===== src/rtl/trim_unit.sv =====
module trim_unit #(
  parameter int SHORT_SEC = 20,
  parameter int LONG_SEC  = 60,
  parameter int CODE_W    = 6
) (
  input  logic              clk,
  input  logic              rst_n,
  input  logic              tick32k,
  input  logic              sec_tick,
  input  logic              trim_en,
  input  logic              wr_en,
  input  logic [CODE_W+1:0] wr_data,
  output logic [1:0]        adv_cnt,
  output logic              busy
);
  localparam int REG_W    = CODE_W + 2;
  localparam int LONG_BIT = CODE_W + 1;
  localparam int SUB_BIT  = CODE_W;
  localparam int SEC_W    = $clog2(LONG_SEC);
  localparam int CNT_W    = CODE_W + 2;

  logic [REG_W-1:0] work_q, pend_q;
  logic             busy_q;
  logic [SEC_W-1:0] sec_q;
  logic [CNT_W-1:0] rem_q;

  function automatic logic [CNT_W-1:0] pulses(input logic [REG_W-1:0] w);
    logic [CODE_W-1:0] c;
    logic [CNT_W-1:0]  s;
    c = w[CODE_W-1:0];
    if (c == '0)
      s = '0;
    else if (w[SUB_BIT])
      s = {{(CNT_W-CODE_W){1'b0}}, ~c} + CNT_W'(1);
    else
      s = {{(CNT_W-CODE_W){1'b0}}, c} - CNT_W'(1);
    return s << 1;
  endfunction

  logic [SEC_W-1:0] last_sec;
  logic             boundary;
  logic [REG_W-1:0] next_work;
  logic             correcting;

  // interval length follows the working word
  assign last_sec   = work_q[LONG_BIT] ? SEC_W'(LONG_SEC - 1) : SEC_W'(SHORT_SEC - 1);
  assign boundary   = sec_tick && (sec_q >= last_sec);
  assign next_work  = busy_q ? pend_q : work_q;
  assign correcting = trim_en && (rem_q != '0);


  assign adv_cnt = !tick32k   ? 2'd0 :
                   !correcting ? 2'd1 :
                   work_q[SUB_BIT] ? 2'd0 : 2'd2;
  assign busy = busy_q;

  always_ff @(posedge clk or negedge rst_n) begin
    if (!rst_n) begin
      work_q <= '0;
      pend_q <= '0;
      busy_q <= 1'b0;
      sec_q  <= '0;
      rem_q  <= '0;
    end else begin
      if (wr_en && !busy_q) begin
        pend_q <= wr_data;
        busy_q <= 1'b1;
      end
      if (sec_tick)
        sec_q <= boundary ? '0 : sec_q + SEC_W'(1);
      if (boundary) begin
        work_q <= next_work;
        if (busy_q) busy_q <= 1'b0;
        rem_q  <= trim_en ? pulses(next_work) : '0;
      end else if (!trim_en) begin
        rem_q <= '0;
      end else if (tick32k && rem_q != '0) begin
        rem_q <= rem_q - CNT_W'(1);
      end
    end
  end
endmodule


===== config.mk =====
export PLATFORM = sky130hd
export DESIGN_NAME = trim_unit
export DESIGN_NICKNAME = d
export VERILOG_FILES = /design/src/rtl/trim_unit.sv
export SDC_FILE = /design/constraint.sdc
export NUM_CORES = 1
export LEC_CHECK = 0
export BUFFER_PORTS_ARGS = -buffer_cell sky130_fd_sc_hd__buf_2
export CAP_MARGIN = 15
export CORE_MARGIN = 10
export CORE_UTILIZATION = 40
export DETAILED_ROUTE_END_ITERATION = 16
export PLACE_DENSITY = 0.65
export SETUP_SLACK_MARGIN = 0.2
export SLEW_MARGIN = 20
export SYNTH_ARGS = -nofsm -noshare
export SYNTH_HDL_FRONTEND = slang
export SYNTH_SLANG_ARGS = --single-unit

===== constraint.sdc =====
create_clock -name clk -period 2.08 [get_ports clk]
set_input_delay 0.104 -clock clk [delete_from_list [all_inputs] [get_ports clk]]
set_output_delay 0.104 -clock clk [all_outputs]
set_load 0.01 [all_outputs]

After elaboration in Yosys (flattened, before gate mapping)
Index checks and enable logic that the tools add are counted.

Bits in registers: 31. Logic and storage cells: 36.

Add/subtract/negate cells: 4. Order comparisons: 1. Equality and inequality tests: 1. Multiplexer cells: 15. Bitwise operators: 1. Reduce and logical (&&, ||, !) cells: 8.

Operator list (count): $mux 8 (4); $mux 7 (3); $mux 6 (2); $reduce_bool 8->1 (1); $sub 8x1->8 const B (1); $add 6x1->7 const B (1); $sub 6x1->7 const B (1); $add 6x1->6 const B (1); $ge 6x6->1 (1); $logic_not 6->1 (1); $mux 2 (3); $not 6->6 (1); $logic_and 1x1->1 (4); $mux 1 (3); $ne 3x1->1 const B (1); $reduce_and 2->1 (1); $logic_not 1->1 (1).

Depth between registers and ports, before layout
Gate-level depths: netlist of run 1.

Word-level depth: 7. Depth in mapped cells: 8.

Worst setup path after synthesis of run 1
Ideal clock, no wire load.

Path type: register to register. Start point: reg busy_q, in the netlist busy. End point: reg rem_q[5]. Setup time: 0.083 ns. Arrival time: 1.751 ns. Required time: 1.997 ns. Setup slack: 0.246 ns. Cell stages (with the launch flop): 9. Clock period less this slack: 1.834 ns. Cells stage by stage: dfrtp_1 -> buf_6 -> buf_2 -> mux2i_1 -> ha_1 -> o21a_1 -> o21ai_0 -> xor2_1 -> o22ai_1.

Word-level cells in the longest chain between the ends: 7. Elaborated cells between the ends (all ways): 9.

RTL lines: from (decl) (line 23) `logic busy_q;`; from (signal assigned) (line 61) `busy_q <= 1'b0;`; from (signal assigned) (line 67) `busy_q <= 1'b1;`; from (signal assigned) (line 73) `if (busy_q) busy_q <= 1'b0;`; $mux 7 (*) (line 48) `assign next_work = busy_q ? pend_q : work_q;`; $not 6->6 (line 34) `s = {{(CNT_W-CODE_W){1'b0}}, ~c} + CNT_W'(1);`; $add 6x1->7 (line 34); $mux 7 (line 33) `else if (w[SUB_BIT])`; $mux 7 (*) (line 31) `if (c == '0)`; $mux 8 (*) (line 74) `rem_q <= trim_en ? pulses(next_work) : '0;`; $mux 8 (*) (line 71) `if (boundary) begin`; to (signal assigned) (line 74); to (signal assigned) (line 78) `rem_q <= rem_q - CNT_W'(1);`; to (decl) (line 25) `logic [CNT_W-1:0] rem_q;`.

Every way passes the cells marked *; elsewhere a longest branch is shown, timed or not. A chain may end at the register's enable or synchronous reset.

Worst setup path in the final report of run 1
Start point: reg rem_q[0]. End point: out adv_cnt[1].

Word-level cells in the longest chain between the ends: 4.

RTL lines: $reduce_bool 8->1 (line 49) `assign correcting = trim_en && (rem_q != '0);`; $logic_and 1x1->1 (line 49); $mux 2 (line 53) `!correcting ? 2'd1 :`; $mux 2 (line 52) `assign adv_cnt = !tick32k ? 2'd0 :`; to (decl) (line 13) `output logic [1:0] adv_cnt,`.

Every way passes these cells.

==> results of run 1 <==
## cell usage after synthesis, types with 2 or more instances
master / number
a21o_1: 2
a21oi_1: 7
clkbuf_1: 4
dfrtp_1: 31
ha_1: 7
inv_1: 5
mux2_2: 11
mux2i_1: 6
nand2_1: 14
nand2b_1: 3
nand3_1: 3
nand4_1: 3
nor2_1: 12
nor2b_1: 2
nor3_1: 6
nor3b_1: 3
nor4_1: 2
o211ai_1: 2
o21a_1: 6
o21ai_0: 11
o22a_1: 2
o22ai_1: 4
o32ai_1: 2
or4b_1: 2
xnor2_1: 7
xor2_1: 7
## worst paths after layout
path | slack, ns | endpoint | cells past startpoint | from
setup / recovery | 0.27 | adv_cnt[1] | 7 | rem_q[0]$_DFFE_PN0P_
hold / removal | 0.04 | busy$_DFF_PN0_ | 2 | wr_en
setup reg to reg | 0.28 | rem_q[1]$_DFFE_PN0P_ | 8 | work_q[7]$_DFFE_PN0P_
hold reg to reg | 0.50 | work_q[7]$_DFFE_PN0P_ | 1 | pend_q[7]$_DFFE_PN0P_
max in group asynchronous | 1.19 | busy$_DFF_PN0_ | 2 | rst_n
min in group asynchronous | 0.40 | sec_q[1]$_DFFE_PN0P_ | 2 | rst_n
## per-stage QoR
step | total power [mW] | setup slack [ns] | util, %
after floorplan | 2.621 | 0.2460 | -
after detailed placement | 3.124 | 0.2163 | 45.72
after CTS | 3.647 | 0.2024 | 48.20
after global placement | 3.094 | 0.2294 | 45.72
final | 3.818 | 0.2745 | 50.65
after global routing | 4.174 | 0.1447 | 50.65
## cells in the final DEF, fill, tap and decap left out, types with 2 or more instances in the layout
cell type / n
nor2b_1: 2
ha_1: 5
o211ai_1: 2
a21o_1: 2
o21ai_0: 11
nor4_2: 2
nor3_1: 4
nand2_2: 2
nand2b_1: 3
buf_4: 11
o22a_1: 2
dfrtp_1: 30
buf_2: 16
mux2i_2: 3
nor2_1: 11
xor2_1: 7
nand3_1: 2
mux2i_1: 4
o21a_1: 6
clkbuf_8: 6
o32ai_2: 2
a21oi_1: 7
mux2_2: 11
nor3_2: 2
nand2_1: 12
o22ai_1: 4
xnor2_1: 7
nor3b_1: 2
or4b_1: 2
nand4_1: 3
inv_1: 4
## logic make-up (layout without fill, tap and decap cells)
| group | after synthesis | after routing | share of synthesized area (%) |
|---|---|---|---|
| simple gates | 58 | 58 | 17.06 |
| compound gates | 43 | 43 | 16.45 |
| flops | 31 | 31 | 41.64 |
| mux | 18 | 18 | 10.61 |
| xor+xnor | 14 | 14 | 6.582 |
| buf+inv | 12 | 41 | 2.954 |
| fa+ha+maj | 7 | 7 | 4.701 |
## registers in the layout, indices dropped and copies added, names as in the netlist
name    count
work_q      8
sec_q       6
busy        1
pend_q      8
rem_q       8
## timing repair
item	in CTS	in global routing
hold buffers	1	0
pin swaps	0	1
gates resized for setup	1	19
setup buffers	1	3
endpoints found under the hold margin	31	0
setup endpoints to repair	3	12
## area by class of cell
type,instances,area (um2)
fill,431,2193
multi-input combinational,140,1119
sequential,31,777.0
timing repair buffer,29,183.9
clock buffer,6,82.58
tap,52,65.06
inverter,5,18.77
clock inverter,1,5.005
## per-layer routing
layer	global-route usage (%)	share of wire, %
met1	14.15	49
met5	0	0
met4	4.846	1.7
met3	3.585	4.1
met2	17.08	45
## power breakdown
group	internal [mW]	total, mW	switching [mW]
combinational	1.06	2.06	0.995
clock	0.259	0.473	0.214
sequential	0.891	1.29	0.395
## critical path, stage by stage, from the launching register on
cell and delay [ns]:
dfrtp_1 0.40, inv_1 0.16, ha_1 0.17, nor3b_2 0.19
nand2_1 0.12, nand2_1 0.17, nor3_2 0.06, buf_2 0.15
==> flow_metrics.tcl, run 1 <==
set metrics [dict create \
    die_w_um 88.25 \
    cp-start-kind "flip-flop" \
    antennaDiodeCount 0 \
    drt-initial-drc-count 44 \
    insertion_delay_ns 0.28 \
    ys.flop_type "dfrtp_1" \
    cts_tree "done" \
    drv_cap 0 \
    grt_pass1_wl_mm 6.941 \
    synth-seq-cells 31 \
    run_status "complete, no violations" \
    port_buffers 16 \
    dp.cells 252 \
    whs_ns 0.04419 \
    routabilityCongestion 0.8322 \
    clkTransAtPathRegs_ns 0.07 \
    syn_nets 204 \
    firstDrtPassIters 4 \
    synth_warnings 0 \
    placeableCoreArea_um2 4444 \
    nets 233 \
    crit_required_ns 1.98 \
    worstPathMaxFanout 4 \
    fin_area_um2 2251 \
    dr_total_vias 1465 \
    fmax_mhz 553.9 \
    netlist_instances 183 \
    finalCriticalPeriod_ns 1.805 \
    hold_violations 0 \
    synthToLayoutAreaGrowth_pct 20.82 \
    cp-end-kind "output pin" \
    slew_viol_final 0 \
    post_dp_cell_area_um2 2032 \
    instances_no_fill 264 \
    grt_overflow 0 \
    wl_per_cell_um 15.13 \
    vias_per_cell 5.549 \
    cts.sink_count 31 \
    finalCritPeriodShare_pct 86.80 \
    hpwl_mm 2.911 \
    tightest_slew_ns 0.6897 \
    synth_area_um2 1863 \
    worstHoldPathType "in -> reg" \
    yosysTopAreaCell "dfrtp_1" \
    max_slew_margin_pct 54.02 \
    track_usage_pct 11.17 \
    p_leak_nw 0.9988 \
    die_area_um2 7787 \
    vdd_drop_max_mv 0.7505 \
    ios 17 \
    cts_htree_levels 2 \
    cts_root_buffer "clkbuf_8" \
    synth.top_cell.area_share_pct 41.64 \
    ys_seq_area_share_pct 41.64 \
    grt_antenna_before_repair 0 \
    grt_max_degree 32 \
    drive_gt1_share_pct 32.08 \
    start_util_pct 41.92 \
    grt_pass1_vias 1465 \
    synth-edff-count 0 \
    numCtsBuffers 5 \
    ys_top_cells_by_area "dfrtp_1 42%, mux2_2 6.6%, ha_1 4.7%" \
    finalSetupViolations 0 \
    synth_area_per_cell_um2 10.18 \
    cts_buffer_depth 2 \
    setup_tns_ns 0 \
    path_class "reg -> out" \
    yosysUniqueCellTypes 45 \
    fp.dieH_um 88.25 \
    drcViolationCount 0 \
    drt-total-wl_mm 3.995 \
    rsz0062_at_grt "yes" \
    num_rows 24 \
    powerDensity_nw_per_um2 1696 \
    synth-async-reset-ratio_pct 100.0 \
    crit_arrival_ns 1.70 \
    finClkSkew_ns 0.006220 \
    ant_nets 0 \
]
No activity file was read; power rests on OpenSTA's default activity.
==> inputs of run 2 (changes only) <==
--- a/config.mk
+++ b/config.mk
@@ -8,9 +8,9 @@
 export BUFFER_PORTS_ARGS = -buffer_cell sky130_fd_sc_hd__buf_2
 export CAP_MARGIN = 15
 export CORE_MARGIN = 10
-export CORE_UTILIZATION = 40
+export CORE_UTILIZATION = 50
 export DETAILED_ROUTE_END_ITERATION = 16
-export PLACE_DENSITY = 0.65
+export PLACE_DENSITY = 0.77
 export SETUP_SLACK_MARGIN = 0.2
 export SLEW_MARGIN = 20
 export SYNTH_ARGS = -nofsm -noshare
==> flow_metrics.tcl, run 2 (synthesized netlist as in run 1, its figures left out) <==
set metrics [dict create \
    grt_pass1_wl_mm 6.589 \
    drcViolationCount 0 \
    max_slew_margin_pct 53.15 \
    finClkSkew_ns 0.004856 \
    finalCriticalPeriod_ns 1.849 \
    pwr-share-clk_pct 15.6 \
    cts.sink_count 31 \
    ant_nets 0 \
    multi_input_area_um2 1107 \
    reg_top3 "pend_q: 8 flops, rem_q: 8 flops, work_q: 8 flops" \
    cp-end-kind "flip-flop" \
    cp_cell_sequence "ha_2 > o21a_4 > o311ai_4 > nand2_4 > o32ai_2 > o21a_1" \
    cts_tree "done" \
    slew_viol_final 0 \
    hpwl_mm 2.852 \
    rsz0062_at_grt "yes" \
    num_rows 22 \
    cpPeakStageDelay_ns 0.40 \
    cts_buffer_depth 2 \
    dr_total_vias 1457 \
    final_util_pct 62.02 \
    fp.dieH_um 81.04 \
    numCtsBuffers 5 \
    drive_gt1_share_pct 31.13 \
    placeableCoreArea_um2 3633 \
    combPwrFrac_pct 52.0 \
    synthToLayoutAreaGrowth_pct 20.95 \
    run_status "complete, no violations" \
    p_sw_mw 1.580 \
    finalSetupViolations 0 \
    die_area_um2 6567 \
    start_util_pct 51.27 \
    cts_htree_levels 2 \
    powerDensity_nw_per_um2 1742 \
    die_w_um 81.04 \
    grt_pass1_vias 1405 \
    drv_cap 0 \
    clkTransAtPathRegs_ns 0.07 \
    cp_slowest_cell "dfrtp_1" \
    drt-total-wl_mm 3.927 \
    setup_tns_ns 0 \
    firstDrtPassIters 4 \
    grt_antenna_before_repair 0 \
    power.share.sequential_pct 32.4 \
    seq_area_um2 777.0 \
    nets 232 \
    vdd_drop_max_mv 0.7935 \
    antennaDiodeCount 0 \
    grt_overflow 0 \
    sw_frac_of_total_pct 40.26 \
    post_dp_cell_area_um2 2027 \
    grt_max_degree 32 \
    track_usage_pct 12.70 \
    cts_root_buffer "clkbuf_8" \
    port_buffers 16 \
    intPower_mw 2.346 \
    wl_per_cell_um 15.10 \
    p_leak_nw 1.017 \
    finalCritPeriodShare_pct 88.87 \
    final_cell_mix "30 x dfrtp_1, 16 x buf_2, 13 x nand2_1" \
    crit_required_ns 2.30 \
    dp.cells 248 \
    path_class "reg -> reg" \
    fin_area_um2 2253 \
    instances_no_fill 260 \
    crit_arrival_ns 2.07 \
    fillCellCount 313 \
    hold_violations 0 \
    final_common_cell "dfrtp_1" \
    worstPathMaxFanout 7 \
    tightest_slew_ns 0.7027 \
    insertion_delay_ns 0.29 \
    routabilityCongestion 0.8277 \
    vias_per_cell 5.604 \
    drt-initial-drc-count 78 \
    worstHoldPathType "in -> reg" \
    fmax_mhz 541.0 \
    cp-start-kind "flip-flop" \
    ios 17 \
]
[run 2: worst paths after layout]
| check | startpoint | endpoint | slack (ns) | cells past startpoint |
|---|---|---|---|---|
| min | wr_en | busy$_DFF_PN0_ | 0.03 | 2 |
| min reg2reg | pend_q[7]$_DFFE_PN0P_ | pend_q[7]$_DFFE_PN0P_ | 0.51 | 1 |
| max reg2reg | sec_q[1]$_DFFE_PN0P_ | rem_q[6]$_DFFE_PN0P_ | 0.23 | 6 |
| min in group asynchronous | rst_n | sec_q[5]$_DFFE_PN0P_ | 0.40 | 2 |
| max in group asynchronous | rst_n | busy$_DFF_PN0_ | 1.18 | 2 |
| max | sec_q[1]$_DFFE_PN0P_ | rem_q[6]$_DFFE_PN0P_ | 0.23 | 6 |
[run 2: metal layers]
metal	global-route usage [%]	wire length (um)	part of all wire (%)
met5	0	0	0
met4	6.228	61	1.6
met3	4.415	213	5.4
met2	18.47	1848	47
met1	16.41	1803	46
[run 2: final cells by class]
class,count,area share [%]
Sequential cell,31,34.48
Multi-Input combinational cell,140,49.14
Timing Repair Buffer,28,7.662
Clock inverter,2,1.555
Inverter,5,0.8329
Tap cell,48,2.665
Clock buffer,6,3.665
[run 2: timing repair]
action	CTS	global route
hold buffers	1	0
setup buffers	0	3
pin swaps	0	6
cloned	0	0
endpoints found under the setup margin	2	12
gates resized for setup	1	14
endpoints found under the hold margin	31	0
[run 2: worst max-delay path: cells and delay by family, from the launching register on]
kind	cells	cell delay [ns]
simple gates	1	0.14
compound gates	4	1.03
fa+ha+maj	1	0.22
flops	1	0.40
[run 2: stage by stage]
stage                     worst slack [ns]  hold WS [ns]  total power [mW]
after floorplan                     0.2460       -0.1916             2.621
after global placement              0.2534        0.1805             3.041
after detailed placement            0.2112        0.1914             3.103
after CTS                           0.2245       0.02367             3.734
after global routing                0.1696       0.04151             4.253
final                               0.2315       0.03124             3.926
[run 2: power by group through the flow]
stage               combinational [mW]  clock, mW  sequential (mW)
floorplan                         1.49          0             1.13
global placement                  1.81          0             1.24
detailed placement                1.85          0             1.25
CTS                               1.86      0.629             1.24
global route                      2.27      0.662             1.32
finish                            2.04      0.613             1.27
==> inputs of run 3 (changes only) <==
--- a/config.mk
+++ b/config.mk
@@ -11,6 +11,7 @@
 export CORE_UTILIZATION = 50
 export DETAILED_ROUTE_END_ITERATION = 16
 export PLACE_DENSITY = 0.77
+export RECOVER_POWER = 25
 export SETUP_SLACK_MARGIN = 0.2
 export SLEW_MARGIN = 20
 export SYNTH_ARGS = -nofsm -noshare
==> constraint.sdc (replaced) <==
create_clock -name clk -period 2.08 [get_ports clk]
set_input_delay 0 -clock clk [delete_from_list [all_inputs] [get_ports clk]]
set_output_delay 0 -clock clk [all_outputs]
set_load 0.01 [all_outputs]
==> flow_metrics.tcl, run 3 (synthesized netlist as in run 1, its figures left out) <==
set metrics [dict create \
    fillCellCount 303 \
    cp-start-kind "flip-flop" \
    cts.sink_count 31 \
    vdd_drop_max_mv 0.7912 \
    combPwrFrac_pct 52.0 \
    drive_gt1_share_pct 28.05 \
    placeableCoreArea_um2 3633 \
    critPathCapture "rem_q[6]$_DFFE_PN0P_" \
    start_util_pct 51.27 \
    power.share.sequential_pct 32.4 \
    synthToLayoutAreaGrowth_pct 25.05 \
    powerDensity_nw_per_um2 1677 \
    track_usage_pct 13.15 \
    grt_overflow 0 \
    finalSetupViolations 0 \
    crit_arrival_ns 2.07 \
    num_rows 22 \
    setup_tns_ns 0 \
    pwr-share-clk_pct 15.7 \
    fp.dieH_um 81.04 \
    r2r-start "sec_q[1]$_DFFE_PN0P_" \
    max_slew_margin_pct 53.18 \
    hold_violations 0 \
    cts_htree_levels 2 \
    vias_per_cell 5.580 \
    path_class "reg -> reg" \
    p_sw_mw 1.573 \
    ant_nets 0 \
    die_w_um 81.04 \
    final_common_cell "dfrtp_1" \
    reg2reg_depth 6 \
    worstPathMaxFanout 7 \
    grt_max_degree 32 \
    clkTransAtPathRegs_ns 0.06 \
    cts_buffer_depth 2 \
    finalCriticalPeriod_ns 1.846 \
    cts_root_buffer "clkbuf_8" \
    die_area_um2 6567 \
    drcViolationCount 0 \
    drt-initial-drc-count 93 \
    hpwl_mm 2.852 \
    min_delay_path_depth 2 \
    reg_top3 "pend_q: 8 flops, rem_q: 8 flops, work_q: 8 flops" \
    wl_per_cell_um 14.96 \
    intPower_mw 2.334 \
    startpoint "sec_q[1]$_DFFE_PN0P_" \
    insertion_delay_ns 0.28 \
    ios 17 \
    grt_pass1_vias 1432 \
    cts_tree "done" \
    firstDrtPassIters 5 \
    drv_cap 0 \
    whs_ns 0.05578 \
    r2r_end "rem_q[6]$_DFFE_PN0P_" \
    slew_viol_final 0 \
    grt_antenna_before_repair 0 \
    numCtsBuffers 5 \
    finClkSkew_ns 0.003879 \
    worstHoldPathType "in -> reg" \
    grt_pass1_wl_mm 6.824 \
    tightest_slew_ns 0.7023 \
    port_buffers 16 \
    antennaDiodeCount 0 \
    r2r_slack_ns 0.23 \
    sw_frac_of_total_pct 40.25 \
    routabilityCongestion 0.8277 \
    drt-total-wl_mm 4.025 \
    cp-end-kind "flip-flop" \
    p_leak_nw 1.048 \
    finalCritPeriodShare_pct 88.76 \
    fin_total_pwr_mw 3.907 \
    dr_total_vias 1501 \
    fmax_mhz 541.6 \
    run_status "complete, no violations" \
    final_cell_mix "30 x dfrtp_1, 16 x buf_2, 13 x nand2_1" \
    crit_required_ns 2.30 \
    nets 241 \
    rsz0062_at_grt "yes" \
]
run 3: cell count changes in the layout (fill, tap and decap cells not counted), sizes merged:
cell	delta
buf	-1
dlygate4sd3	+10
run 3: per-layer routing:
layer  vias to the layer above  track usage (%)  wire length [um]
met4                         0            6.228                63
met3                         5            4.636               196
met5                         -                0                 0
met1                       716            16.81              1871
met2                        30            19.43              1893
li1                        750                -                 -
run 3: power by group through the flow:
stage | logic, mW | registers, mW | clock network (mW)
after floorplan | 1.49 | 1.13 | 0
after global placement | 1.81 | 1.24 | 0
after detailed placement | 1.85 | 1.25 | 0
after CTS | 1.88 | 1.24 | 0.629
after global routing | 2.26 | 1.31 | 0.661
final | 2.03 | 1.26 | 0.612
run 3: worst min-delay path by stage:
stage	from	to	slack (ns)
after floorplan	rst_n	busy$_DFF_PN0_	-0.30
after global placement	rst_n	sec_q[5]$_DFFE_PN0P_	0.08
after detailed placement	rst_n	sec_q[5]$_DFFE_PN0P_	0.09
after CTS	sec_tick	sec_q[1]$_DFFE_PN0P_	0.04
after global routing	sec_tick	sec_q[1]$_DFFE_PN0P_	0.05
final	sec_tick	sec_q[1]$_DFFE_PN0P_	0.06
run 3: repair_timing:
item	CTS	global route
resized for setup	1	11
buffers inserted	0	2
hold endpoints to repair	41	0
cloned	0	0
pin swaps	0	6
hold buffers	11	0
setup endpoints to repair	2	10
run 3: final cells by class:
class | count | area [um2] | area share [%]
clock buffers | 6 | 82.58 | 3.545
flip-flops and latches | 31 | 777.0 | 33.35
clock inverters | 2 | 35.03 | 1.504
multi-input cells | 140 | 1091 | 46.83
repair buffers | 37 | 265.3 | 11.39
inverters | 5 | 18.77 | 0.8056
well taps | 48 | 60.06 | 2.578
run 3: stage by stage:
stage	std cells	setup slack [ns]	util, %	area, um2
final	269	0.2338	64.12	2330
after global routing	269	0.1719	64.12	2330
after CTS	267	0.2289	62.12	2257
after detailed placement	248	0.2112	55.79	2027
after global placement	248	0.2534	55.79	2027
after floorplan	183	0.2460	-	1863
run 3: critical path, stage by stage, from the launching register on:
cell	delay [ns]
dfrtp_1	0.40
ha_2	0.22
o21a_4	0.21
o311ai_4	0.37
nand2_4	0.14
o32ai_2	0.29
o21a_1	0.15
